<file path="src/rtl/i2c_rp_pkg.sv">
// Shared types for the I2C register access slave.
package i2c_rp_pkg;

    // Byte-level protocol states of the slave controller.
    typedef enum logic [3:0] {
        ST_IDLE,
        ST_ADDR,
        ST_ADDR_ACK,
        ST_WR_BYTE,
        ST_WR_ACK,
        ST_RD_REQ,
        ST_RD_LOAD,
        ST_RD_BYTE,
        ST_RD_ACK
    } rp_state_e;

endpackage

</file>
<file path="src/rtl/i2c_line_sync.sv">
// Synchronizes SCL and SDA into the clk domain and derives the bus events.
// Assumes clk is many times faster than SCL, so an edge is at least one
// sampled cycle wide. START and STOP are SDA edges seen while SCL stays high.
module i2c_line_sync #(
    parameter int SYNC_STAGES = 2
) (
    input  logic clk,
    input  logic rst_n,
    input  logic scl_i,
    input  logic sda_i,
    output logic scl_s,
    output logic sda_s,
    output logic scl_rise,
    output logic scl_fall,
    output logic start_det,
    output logic stop_det
);

    localparam int SR_W = SYNC_STAGES + 1;

    logic [SR_W-1:0] scl_sr;
    logic [SR_W-1:0] sda_sr;
    logic            scl_d;
    logic            sda_d;

    // Shift both lines through the synchronizer plus one history stage.
    always_ff @(posedge clk) begin
        if (!rst_n) begin
            scl_sr <= '1;
            sda_sr <= '1;
        end else begin
            scl_sr <= {scl_sr[SR_W-2:0], scl_i};
            sda_sr <= {sda_sr[SR_W-2:0], sda_i};
        end
    end

    assign scl_s = scl_sr[SYNC_STAGES-1];
    assign sda_s = sda_sr[SYNC_STAGES-1];
    assign scl_d = scl_sr[SYNC_STAGES];
    assign sda_d = sda_sr[SYNC_STAGES];

    assign scl_rise  = scl_s & ~scl_d;
    assign scl_fall  = ~scl_s & scl_d;
    assign start_det = scl_s & scl_d & sda_d & ~sda_s;
    assign stop_det  = scl_s & scl_d & ~sda_d & sda_s;

endmodule

</file>
<file path="src/rtl/i2c_reg_pointer.sv">
// Register pointer: loaded from the first written byte and stepped after
// each transferred byte. Wraps modulo 2^PTR_W. Cleared only by reset.
module i2c_reg_pointer #(
    parameter int PTR_W = 8
) (
    input  logic             clk,
    input  logic             rst_n,
    input  logic             load,
    input  logic [PTR_W-1:0] load_val,
    input  logic             inc,
    output logic [PTR_W-1:0] ptr
);

    // Hold, load or step the pointer; a load wins over a step.
    always_ff @(posedge clk) begin
        if (!rst_n) begin
            ptr <= '0;
        end else if (load) begin
            ptr <= load_val;
        end else if (inc) begin
            ptr <= ptr + 1'b1;
        end
    end

endmodule

</file>
<file path="src/rtl/i2c_rp_ctrl.sv">
// Byte-level slave controller. It decodes the address, drives the
// acknowledges and read bits, and issues register strobes and pointer
// commands. Assumes bus events come from i2c_line_sync and that reg_rdata
// is valid the cycle after reg_rd. START and STOP override every state.
module i2c_rp_ctrl
    import i2c_rp_pkg::*;
#(
    parameter int         STRAP_W  = 4,
    parameter logic [6:0] REG_BASE = 7'h20,
    parameter logic [6:0] MEM_BASE = 7'h50
) (
    input  logic               clk,
    input  logic               rst_n,
    input  logic               sda_s,
    input  logic               scl_rise,
    input  logic               scl_fall,
    input  logic               start_det,
    input  logic               stop_det,
    input  logic [STRAP_W-1:0] strap_i,
    input  logic [7:0]         reg_rdata,
    output logic               sda_oe,
    output logic               reg_wr,
    output logic               reg_rd,
    output logic [7:0]         reg_wdata,
    output logic               ptr_load,
    output logic               ptr_inc,
    output logic               mem_hit
);

    localparam int BIT_CNT_W = 4;
    localparam logic [BIT_CNT_W-1:0] BYTE_BITS = BIT_CNT_W'(8);
    localparam logic [BIT_CNT_W-1:0] LAST_OUT  = BIT_CNT_W'(7);

    rp_state_e            state;
    logic [7:0]           sh;
    logic [BIT_CNT_W-1:0] cnt;
    logic                 rnw;
    logic                 first;
    logic                 more;
    logic                 reg_match;
    logic                 mem_match;

    // Compare the received address against both windows.
    always_comb begin
        reg_match = (sh[7:STRAP_W+1] == REG_BASE[6:STRAP_W]) &&
                    (sh[STRAP_W:1] == strap_i);
        mem_match = (sh[7:STRAP_W+1] == MEM_BASE[6:STRAP_W]) &&
                    (sh[STRAP_W:1] == strap_i);
    end

    assign reg_rd = (state == ST_RD_REQ);

    // Protocol sequencer: shifts bits, answers bytes, emits strobes.
    always_ff @(posedge clk) begin
        if (!rst_n) begin
            state     <= ST_IDLE;
            sh        <= '0;
            cnt       <= '0;
            rnw       <= 1'b0;
            first     <= 1'b0;
            more      <= 1'b0;
            sda_oe    <= 1'b0;
            reg_wr    <= 1'b0;
            reg_wdata <= '0;
            ptr_load  <= 1'b0;
            ptr_inc   <= 1'b0;
            mem_hit   <= 1'b0;
        end else begin
            reg_wr   <= 1'b0;
            ptr_load <= 1'b0;
            ptr_inc  <= 1'b0;
            mem_hit  <= 1'b0;
            if (start_det) begin
                state  <= ST_ADDR;
                cnt    <= '0;
                sda_oe <= 1'b0;
            end else if (stop_det) begin
                state  <= ST_IDLE;
                sda_oe <= 1'b0;
            end else begin
                case (state)
                    ST_ADDR: begin
                        if (scl_rise) begin
                            sh  <= {sh[6:0], sda_s};
                            cnt <= cnt + 1'b1;
                        end else if (scl_fall && cnt == BYTE_BITS) begin
                            if (reg_match) begin
                                sda_oe <= 1'b1;
                                rnw    <= sh[0];
                                state  <= ST_ADDR_ACK;
                            end else begin
                                mem_hit <= mem_match;
                                state   <= ST_IDLE;
                            end
                        end
                    end
                    ST_ADDR_ACK: begin
                        if (scl_fall) begin
                            if (rnw) begin
                                state <= ST_RD_REQ;
                            end else begin
                                sda_oe <= 1'b0;
                                cnt    <= '0;
                                first  <= 1'b1;
                                state  <= ST_WR_BYTE;
                            end
                        end
                    end
                    ST_WR_BYTE: begin
                        if (scl_rise) begin
                            sh  <= {sh[6:0], sda_s};
                            cnt <= cnt + 1'b1;
                        end else if (scl_fall && cnt == BYTE_BITS) begin
                            sda_oe    <= 1'b1;
                            reg_wdata <= sh;
                            if (first) begin
                                ptr_load <= 1'b1;
                                first    <= 1'b0;
                            end else begin
                                reg_wr  <= 1'b1;
                                ptr_inc <= 1'b1;
                            end
                            state <= ST_WR_ACK;
                        end
                    end
                    ST_WR_ACK: begin
                        if (scl_fall) begin
                            sda_oe <= 1'b0;
                            cnt    <= '0;
                            state  <= ST_WR_BYTE;
                        end
                    end
                    ST_RD_REQ: begin
                        state <= ST_RD_LOAD;
                    end
                    ST_RD_LOAD: begin
                        sh     <= reg_rdata;
                        sda_oe <= ~reg_rdata[7];
                        cnt    <= '0;
                        state  <= ST_RD_BYTE;
                    end
                    ST_RD_BYTE: begin
                        if (scl_fall) begin
                            if (cnt == LAST_OUT) begin
                                sda_oe  <= 1'b0;
                                ptr_inc <= 1'b1;
                                state   <= ST_RD_ACK;
                            end else begin
                                sda_oe <= ~sh[6];
                                sh     <= {sh[6:0], 1'b0};
                                cnt    <= cnt + 1'b1;
                            end
                        end
                    end
                    ST_RD_ACK: begin
                        if (scl_rise) begin
                            more <= ~sda_s;
                        end else if (scl_fall) begin
                            state <= more ? ST_RD_REQ : ST_IDLE;
                        end
                    end
                    default: begin
                        state <= ST_IDLE;
                    end
                endcase
            end
        end
    end

endmodule

</file>
<file path="src/rtl/i2c_regport_slave.sv">
// Top of the I2C register access slave. Ties the line synchronizer, the
// protocol controller and the register pointer together. Assumes an
// external open-drain SDA pad driven low while sda_oe is 1.
module i2c_regport_slave #(
    parameter int         STRAP_W     = 4,
    parameter int         PTR_W       = 8,
    parameter int         SYNC_STAGES = 2,
    parameter logic [6:0] REG_BASE    = 7'h20,
    parameter logic [6:0] MEM_BASE    = 7'h50
) (
    input  logic               clk,
    input  logic               rst_n,
    input  logic               scl_i,
    input  logic               sda_i,
    output logic               sda_oe,
    input  logic [STRAP_W-1:0] strap_i,
    output logic [PTR_W-1:0]   reg_addr,
    output logic [7:0]         reg_wdata,
    output logic               reg_wr,
    output logic               reg_rd,
    input  logic [7:0]         reg_rdata,
    output logic               mem_hit
);

    logic scl_s;
    logic sda_s;
    logic scl_rise;
    logic scl_fall;
    logic start_det;
    logic stop_det;
    logic ptr_load;
    logic ptr_inc;

    i2c_line_sync #(.SYNC_STAGES(SYNC_STAGES)) u_sync (
        .clk       (clk),
        .rst_n     (rst_n),
        .scl_i     (scl_i),
        .sda_i     (sda_i),
        .scl_s     (scl_s),
        .sda_s     (sda_s),
        .scl_rise  (scl_rise),
        .scl_fall  (scl_fall),
        .start_det (start_det),
        .stop_det  (stop_det)
    );

    i2c_rp_ctrl #(
        .STRAP_W  (STRAP_W),
        .REG_BASE (REG_BASE),
        .MEM_BASE (MEM_BASE)
    ) u_ctrl (
        .clk       (clk),
        .rst_n     (rst_n),
        .sda_s     (sda_s),
        .scl_rise  (scl_rise),
        .scl_fall  (scl_fall),
        .start_det (start_det),
        .stop_det  (stop_det),
        .strap_i   (strap_i),
        .reg_rdata (reg_rdata),
        .sda_oe    (sda_oe),
        .reg_wr    (reg_wr),
        .reg_rd    (reg_rd),
        .reg_wdata (reg_wdata),
        .ptr_load  (ptr_load),
        .ptr_inc   (ptr_inc),
        .mem_hit   (mem_hit)
    );

    i2c_reg_pointer #(.PTR_W(PTR_W)) u_ptr (
        .clk      (clk),
        .rst_n    (rst_n),
        .load     (ptr_load),
        .load_val (reg_wdata[PTR_W-1:0]),
        .inc      (ptr_inc),
        .ptr      (reg_addr)
    );

endmodule

</file>
<file path="config.mk">
export PLATFORM = sky130hd
export DESIGN_NAME = i2c_regport_slave
export DESIGN_NICKNAME = d
export VERILOG_FILES = /design/src/rtl/i2c_rp_pkg.sv /design/src/rtl/i2c_line_sync.sv /design/src/rtl/i2c_reg_pointer.sv /design/src/rtl/i2c_rp_ctrl.sv /design/src/rtl/i2c_regport_slave.sv
export SDC_FILE = /design/constraint.sdc
export NUM_CORES = 1
export LEC_CHECK = 0
export ABC_AREA = 0
export BUFFER_PORTS_ARGS = -buffer_cell sky130_fd_sc_hd__buf_4
export CORE_MARGIN = 2
export CORE_UTILIZATION = 61
export DETAILED_ROUTE_END_ITERATION = 8
export HOLD_SLACK_MARGIN = 0.02
export PLACE_DENSITY = 0.84
export REMOVE_ABC_BUFFERS = 1
export SKIP_CTS_REPAIR_TIMING = 1
export SKIP_LAST_GASP = 1
export SLEW_MARGIN = 40
export SYNTH_ARGS = -nofsm -noshare
export SYNTH_HDL_FRONTEND = slang
export SYNTH_SLANG_ARGS = --single-unit
export TNS_END_PERCENT = 30
</file>
<file path="constraint.sdc">
create_clock -name clk -period 4.8 [get_ports clk]
set_clock_uncertainty 0.1 [all_clocks]
set_input_delay 0 -clock clk [delete_from_list [all_inputs] [get_ports clk]]
set_output_delay 0 -clock clk [all_outputs]
set_load 0.01 [all_outputs]
</file>
==> impl_metrics.toml, run 1 <==
[synthesis]
synth_top_cell_by_area = "dfxtp_1"
syn_avg_cell_area_um2 = 9.21
synth_area_leaders = "dfxtp_1 (36%), mux2i_1 (7.4%), nor2b_1 (4.6%)"
synthCells = 278
post-synth-top-count-cell = "dfxtp_1"
synthArstFlopShare = 0
synth-edff-count = 0
synth_ff_type = "dfxtp_1"
ys_top_cells_by_count = "dfxtp_1 (46), mux2i_1 (19), nor2b_1 (19)"
ys_seq_elements = 46
synth_area_um2 = 2560
synth.distinct_cells = 59
yosys_warnings = 0
synth_top_area_share = 0.360
ys_seq_area_frac = 0.360

[sta]
worst_hold_slack_ns = -0.0206
finalCritPeriodShare = 0.460
drv_slew = 0
max_slew_margin = 0.539
worst_pin_slew_ns = 0.691
rsz0062_at_grt = "false"
hold_viol = 2
finalSetupViolCount = 0
fin_crit_ns = 2.21
fmaxAchievable_mhz = 453
tns_ns = 0

[detailed_routing]
vias = 2120
via_per_inst = 5.86
drc = 0
drt-pass1-iter-count = 4
wl_um = 5410
final_antenna_net_count = 0
wire_per_inst_um = 14.9
drt_iter0_markers = 139

[worst_setup_path]
cp_cell_sequence = "nand2_1, a21boi_1, or4_4, mux2i_1, nor2b_1"
slowest_delay_ns = 0.77
cp.arrival_ns = 2.30
cp.required_ns = 4.89
cp.buffers_inverters = 0
cp_top_family = "simple AND/OR/NAND/NOR gates"
startpoint_type = "register"
crit_path_end_kind = "register"
path_class = "reg -> reg"
crit_path_max_fanout = 20
cpMaxStageDelayCell = "dfxtp_1"

[pwr]
p_int_mw = 0.710
p_total_mw = 1.06
pwr-share-clk = 0.252
switchingPower_mw = 0.345
p_sw_frac = 0.327
p_leak_nw = 1.24
p_comb_frac = 0.305
seq_power_share = 0.443
peakVddDrop_mv = 0.243
powerDensity_nw_per_um2 = 356

[clock_tree]
clkTransAtPathRegs_ns = 0.08
clock_latency_ns = 0.29
clock_path_buffers = 2
clockRootBuffer = "clkbuf_8"
clkSinkCount = 46
h-tree-depth = 2
cts_tree = "done"
cts-buffers-inserted = 5

[global_routing]
grt_overflow_total = 0
grt_pass1_wl_um = 8300
grt_usage = 0.235
grt_start_max_net_pins = 39
antenna_found_initial = 0
grt_pass1_vias = 1845

[final_layout]
syn2layout_area_growth_pct = 16.0
finalNetCount = 330
layout-drive-gt1-share = 0.189
fin_area_um2 = 2970
final_cells = 362
diodes = 0

[die]
dieArea_um2 = 4730
core_um2 = 4030
num_rows = 23
die_h_um = 68.8
pin_count = 36
initial_core_util = 0.635
die_x_um = 68.8

[run_status]
status = "complete, but fails checks"
failed_checks = "hold timing"

[placed_design]
io_buffer_count = 35
gp_congestion = 0.880
place_inst = 346
place_area_um2 = 2780
post-dp-hpwl_um = 3800

[job]
max_cap_viol_count = 0

[min_path]
hp-class = "in -> reg"
-- power groups by stage --
| stage | clock, mW | sequential (mW) | combinational, mW |
|---|---|---|---|
| global placement | 0 | 0.471 | 0.302 |
| global route | 0.286 | 0.474 | 0.346 |
| finish | 0.266 | 0.468 | 0.322 |
| floorplan | 0 | 0.461 | 0.244 |
| CTS | 0.274 | 0.464 | 0.313 |
| detailed placement | 0 | 0.473 | 0.308 |
-- layout by cell type, fill, tap and decap left out, types with 2 or more instances in the layout --
master / n
dfxtp_1: 45
buf_4: 35
nor2b_1: 19
mux2i_1: 19
nand2_1: 15
nor2_1: 13
nand3_1: 13
nand2b_1: 11
inv_1: 10
o21ai_0: 10
xor2_1: 8
and2_1: 8
clkbuf_8: 8
dlygate4sd3_1: 8
mux2_1: 7
xnor2_1: 7
and3_1: 5
a21boi_1: 4
nor3_1: 4
nand3b_1: 3
and2b_1: 3
nor3b_1: 3
nand4_1: 3
o221ai_1: 3
o31ai_1: 3
a21oi_1: 3
o211a_1: 3
ha_1: 3
or4_4: 2
nor4_1: 2
o311ai_1: 2
nand4b_1: 2
o21a_1: 2
-- final cells by class --
class	count	area, µm²
Clock buffer	8	110
Tap cell	50	62.6
Multi-Input combinational cell	204	1490
Sequential cell	46	922
Timing Repair Buffer	43	343
Fill cell	306	1060
Inverter	11	41.3
-- routing by layer --
| metal | global-route usage | vias to the layer above | wire, µm |
|---|---|---|---|
| met5 | 0 | - | 0 |
| met4 | 0.100 | 0 | 124 |
| met3 | 0.0519 | 13 | 241 |
| met2 | 0.387 | 53 | 2640 |
| met1 | 0.295 | 1008 | 2400 |
| li1 | - | 1046 | - |
-- logic make-up (layout without fill, tap and decap cells) --
group,after synthesis,count (layout),share of synthesized area
buffers and inverters,28,62,0.0582
adder cells (fa/ha/maj),3,3,0.0147
AO/OA/AOI/OAI,44,44,0.132
multiplexers,27,27,0.109
AND/OR/NAND/NOR,115,115,0.274
flip-flops,46,46,0.360
XOR/XNOR,15,15,0.0513
-- path summary, 6_finish.rpt --
check        slack (ns)             start  cells past startpoint                to
max reg2reg        2.59   u_ctrl.state[1]                      5      u_ctrl.sh[7]
min reg2reg        0.32  u_sync.scl_sr[0]                      1  u_sync.scl_sr[1]
max                2.59   u_ctrl.state[1]                      5      u_ctrl.sh[7]
min               -0.02      reg_rdata[4]                      4      u_ctrl.sh[4]
-- metrics by stage --
stage / setup WS [ns] / util
finish: 2.59 / 0.737
global route: 2.33 / 0.737
CTS: 2.49 / 0.717
detailed placement: 2.51 / 0.689
global placement: 2.63 / 0.689
floorplan: 2.78 / -
-- state kept, by name, summed over array words and instances, names as in the netlist, 3 cells and up --
register	count
u_sync.sda_sr	3
u_ptr.ptr	8
u_ctrl.sh	8
u_ctrl.cnt	4
u_ctrl.state	4
u_sync.scl_sr	3
u_ctrl.reg_wdata	8
-- worst reg2reg max path, cell delays in order (launching register included) --
cell and delay, ns:
dfxtp_1 0.77, nand2_1 0.17, a21boi_1 0.17, or4_4 0.59, mux2i_1 0.21, nor2b_1 0.08
Power figures use the tool's default switching activity.
==> run 2: changes to the inputs <==
- CORE_UTILIZATION: 61 -> 51
- PLACE_DENSITY: 0.84 -> 0.75
- clock period: 4.8 -> 2 ns (I/O delays scaled with it)
==> impl_metrics.toml, run 2 (synthesis gave the netlist of run 1 again) <==
[placed_design]
gp_congestion = 0.906
io_buffer_count = 35
post-dp-hpwl_um = 4040
pre_cts_slack_ns = 0.0626
place_inst = 383

[die]
die_x_um = 74.9
initial_core_util = 0.535
dieArea_um2 = 5600
pin_count = 36
core_um2 = 4790
die_h_um = 74.9
num_rows = 25

[worst_setup_path]
path_class = "reg -> reg"
startpoint_type = "register"
r2r_start = "u_ctrl.state[0]"
r2r_cells = 5
cpMaxStageDelayCell = "or4_4"
r2r_setup_slack_ns = 0.08
cp.required_ns = 2.14
r2r_end = "u_ctrl.sh[7]"
crit_path_max_fanout = 11
slowest_delay_ns = 0.62
crit_path_end_kind = "register"
cp_cell_sequence = "and2b_1, a21boi_1, or4_4, mux2i_1, nor2b_1"
cp.arrival_ns = 2.06

[final_layout]
layout_common_cells = "buf_4 (55), dfxtp_1 (44), mux2i_1 (19)"
multi_input_area_um2 = 1490
final_cells = 400
diodes = 0
syn2layout_area_growth_pct = 23.2
layout-drive-gt1-share = 0.240
seq_area_um2 = 923
nFillCells = 408
layout_commonest_cell = "buf_4"
reg_top3 = "u_ctrl.reg_wdata: 8 flops, u_ctrl.sh: 8 flops, u_ptr.ptr: 8 flops"
finalNetCount = 351

[sta]
rsz0062_at_grt = "true"
finalSetupViolCount = 0
fmaxAchievable_mhz = 522
fin_crit_ns = 1.92
drv_slew = 0
finalCritPeriodShare = 0.958
worst_slack_ns = 0.0848
worst_hold_slack_ns = -0.0241
tns_ns = 0
worst_pin_slew_ns = 0.478
hold_viol = 2
max_slew_margin = 0.677

[detailed_routing]
m1WireLength_um = 2750
drc = 0
drt_iter0_markers = 84
via_per_inst = 5.38
final_antenna_net_count = 0
vias = 2151
wl_met3_um = 260
drt-pass1-iter-count = 4
wl_met2_um = 2520
wl_um = 5620
wire_per_inst_um = 14.0
highest_layer = "met4"

[clock_tree]
clockRootBuffer = "clkbuf_8"
cts-buffers-inserted = 5
clock_path_buffers = 2
clkSinkCount = 46
h-tree-depth = 2
clkTransAtPathRegs_ns = 0.09
cts_tree = "done"
clock_latency_ns = 0.30

[min_path]
worst_hold_startpoint = "reg_rdata[1]"
hp-class = "in -> reg"
worstHoldPathCells = 4
hold_path_end = "u_ctrl.sh[1]"

[job]
max_cap_viol_count = 0

[global_routing]
grt_start_max_net_pins = 39
grt_pass1_wl_um = 9040
antenna_found_initial = 0
grt_pass1_vias = 1937
grt_overflow_total = 0
grt_usage = 0.211

[pwr]
p_leak_nw = 1.35
powerDensity_nw_per_um2 = 855
peakVddDrop_mv = 0.522

[run_status]
status = "complete, but fails checks"
failed_checks = "hold timing"
-- run 2: where the power goes --
| group | internal [mW] | total (mW) | switching [mW] |
|---|---|---|---|
| Clock | 0.373 | 0.692 | 0.319 |
| Sequential | 0.968 | 1.06 | 0.0869 |
| Combinational | 0.474 | 0.950 | 0.476 |
| Total | 1.82 | 2.70 | 0.882 |
-- run 2: routing by layer --
metal / global-route usage / up-vias
li1: - / 1087
met1: 0.286 / 1003
met2: 0.327 / 52
met3: 0.0602 / 9
met4: 0.0635 / 0
met5: 0 / -
-- run 2: critical path: cells and delay by family, from the launching register on --
family | cells | cell delay [ns]
AOI/OAI and AO/OA | 1 | 0.06
DFF | 1 | 0.59
muxes | 1 | 0.15
and+or+nand+nor | 3 | 0.95
-- run 2: layout make-up --
type / instances / area share
Clock buffer: 6 / 0.0230
Clock inverter: 2 / 0.0119
Inverter: 11 / 0.0131
Multi-Input combinational cell: 204 / 0.473
Sequential cell: 46 / 0.293
Tap cell: 67 / 0.0266
Timing Repair Buffer: 64 / 0.159
-- run 2: through the flow --
stage | hold WS, ns | power [mW] | util | area [µm²]
finish | -0.0241 | 2.70 | 0.659 | 3150
global route | 0.0254 | 2.86 | 0.659 | 3150
floorplan | -0.0270 | 1.69 | - | 2450
global placement | 0.0854 | 1.98 | 0.616 | 2950
CTS | -0.227 | 2.68 | 0.639 | 3060
detailed placement | 0.0874 | 1.99 | 0.616 | 2950
-- run 2: how the worst max path moves through the flow --
| stage | slack [ns] | cells after the start | endpoint | start |
|---|---|---|---|---|
| after floorplan | -0.02 | 5 | u_ctrl.sh[0] | u_ctrl.state[2] |
| final | 0.08 | 5 | u_ctrl.sh[7] | u_ctrl.state[0] |
| after global routing | -0.06 | 6 | u_ctrl.state[2] | u_ctrl.state[0] |
| after global placement | 0.09 | 5 | u_ctrl.cnt[3] | u_ctrl.state[1] |
| after CTS | 0.02 | 5 | u_ctrl.cnt[3] | u_ctrl.state[1] |
| after detailed placement | 0.06 | 5 | u_ctrl.cnt[3] | u_ctrl.state[1] |
==> run 3: changes to the inputs <==
- CORE_UTILIZATION: 51 -> 52
- PLACE_DENSITY: 0.75 -> 0.76
- SYNTH_HIERARCHICAL: not set -> 1
==> impl_metrics.toml, run 3 <==
[run_status]
status = "completed"

[sta]
worst_pin_slew_ns = 0.439
max_slew_margin = 0.700
fin_crit_ns = 1.93
hold_viol = 0
drv_slew = 0
rsz0062_at_grt = "true"
finalSetupViolCount = 0
fmaxAchievable_mhz = 518
finalCritPeriodShare = 0.966

[synthesis]
synth_top_area_share = 0.357
synthArstFlopShare = 0
ys_top_cells_by_count = "dfxtp_1 (46), nand2_1 (22), mux2i_1 (21)"
synth_area_leaders = "dfxtp_1 (36%), mux2i_1 (8.2%), o211a_1 (3.9%)"
yosys_warnings = 6
synth-edff-count = 0
synth_ff_type = "dfxtp_1"
synthCells = 283
synth.distinct_cells = 60
ys_seq_elements = 46
synth_area_um2 = 2580
synth_top_cell_by_area = "dfxtp_1"
syn_avg_cell_area_um2 = 9.11
ys_seq_area_frac = 0.357
post-synth-top-count-cell = "dfxtp_1"

[worst_setup_path]
crit_path_end_kind = "register"
startpoint = "u_ctrl/cnt[0]"
r2r_setup_slack_ns = 0.07
r2r_end = "u_ctrl/sh[4]"
slowest_delay_ns = 0.35
cpMaxStageDelayCell = "dfxtp_1"
cp_cell_sequence = "ha_1, nand3b_1, a21oi_1, a2111oi_4, buf_4, nand2_1, o211a_1"
cp-endpoint = "u_ctrl/sh[4]"
cp.required_ns = 2.10
crit_path_max_fanout = 8
r2r_start = "u_ctrl/cnt[0]"
path_class = "reg -> reg"
r2r_cells = 7
startpoint_type = "register"
cp.arrival_ns = 2.03

[die]
pin_count = 36
die_h_um = 74.4
num_rows = 25
core_um2 = 4750
die_x_um = 74.4
initial_core_util = 0.542
dieArea_um2 = 5540

[global_routing]
grt_start_max_net_pins = 34
grt_overflow_total = 0
grt_pass1_vias = 2238
grt_pass1_wl_um = 10600
grt_usage = 0.251
antenna_found_initial = 0

[clock_tree]
cts-buffers-inserted = 5
clkSinkCount = 46
clock_path_buffers = 2
cts_tree = "done"
clock_latency_ns = 0.31
clockRootBuffer = "clkbuf_8"
h-tree-depth = 2
clkTransAtPathRegs_ns = 0.09

[pwr]
powerDensity_nw_per_um2 = 975
p_leak_nw = 1.44
p_total_mw = 3.40
peakVddDrop_mv = 0.645

[placed_design]
place_area_um2 = 3170
place_inst = 412
gp_congestion = 0.983
post-dp-hpwl_um = 4840
io_buffer_count = 35

[detailed_routing]
final_antenna_net_count = 0
drt_iter0_markers = 132
drc = 0
wl_um = 6900
wire_per_inst_um = 16.1
drt-pass1-iter-count = 4
via_per_inst = 5.75
vias = 2473

[min_path]
hp-class = "in -> reg"

[final_layout]
utilization = 0.733
layout-drive-gt1-share = 0.309
finalNetCount = 381
fin_area_um2 = 3480
layout_commonest_cell = "buf_4"
layout_common_cells = "buf_4 (73), dfxtp_1 (41), nand2_1 (22)"
diodes = 0
reg_top3 = "u_ctrl/reg_wdata: 8 flops, u_ctrl/sh: 8 flops, u_ptr/ptr: 8 flops"
final_cells = 430
syn2layout_area_growth_pct = 35.1

[job]
max_cap_viol_count = 0
## run 3: cell types whose count changed after synthesis, sizes merged, moves of 4 or more
| cell | previous run | this run |
|---|---|---|
| nand2 | 15 | 22 |
| mux2 | 8 | 2 |
| nor2b | 19 | 13 |
| o211a | 4 | 10 |
| xor2 | 8 | 3 |
| a21boi | 4 | 0 |
| a21oi | 4 | 8 |
| and4b | 0 | 4 |
| nand3 | 13 | 9 |
| o21ai | 11 | 15 |
| o31ai | 4 | 0 |
## run 3: power by group
part	internal [mW]	switching (mW)
registers	1.04	0.136
clock network	0.375	0.340
logic	0.743	0.757
## run 3: metal layers
layer  part of all wire  track usage  up-vias
met3              0.052       0.0420       16
met2               0.48        0.397       90
met1               0.45        0.351     1176
li1                   -            -     1191
met4              0.018       0.0754        0
met5                  0            0        -
## run 3: critical path, delay by kind of cell (launching register included)
kind,cells,cell delay [ns]
AO/OA/AOI/OAI,3,0.64
adder cells (fa/ha/maj),1,0.24
buffers and inverters,1,0.22
flip-flops,1,0.35
AND/OR/NAND/NOR,2,0.28
## run 3: cell type report
type                            instances  area [µm²]
Multi-Input combinational cell        213        1620
Timing Repair Buffer                   86         699
Fill cell                             389        1270
Sequential cell                        46         932
Tap cell                               67        83.8
Inverter                               10        37.5
Clock inverter                          3        43.8
Clock buffer                            5        68.8
## run 3: kinds of logic after synthesis
family,Yosys count,share of synthesized area
buffers and inverters,24,0.0471
multiplexers,23,0.0902
AO/OA/AOI/OAI,57,0.172
AND/OR/NAND/NOR,121,0.288
adder cells (fa/ha/maj),3,0.0146
flip-flops,46,0.357
XOR/XNOR,9,0.0306
## run 3: how the worst min path moves through the flow
stage / startpoint / end / slack [ns] / cells after the start
5_1_grt: reg_rdata[0] / u_ctrl/sh[0] / 0.04 / 4
3_5_place_dp: scl_i / u_sync/scl_sr[0] / 0.09 / 2
6_report: reg_rdata[0] / u_ctrl/sh[0] / 0.008 / 4
4_1_cts: scl_i / u_sync/scl_sr[0] / -0.23 / 2
2_1_floorplan: rst_n / u_sync/scl_sr[1] / -0.03 / 1
3_3_place_gp: scl_i / u_sync/scl_sr[0] / 0.09 / 2
## run 3: through the flow
stage | worst slack (ns) | setup TNS, ns | hold WS, ns
finish | 0.0685 | 0 | 0.00848
global route | -0.0200 | -0.0744 | 0.0427
CTS | -0.0786 | -0.250 | -0.227
detailed placement | -0.0641 | -0.167 | 0.0928
global placement | -0.0321 | -0.0610 | 0.0856
floorplan | -0.271 | -1.37 | -0.0270
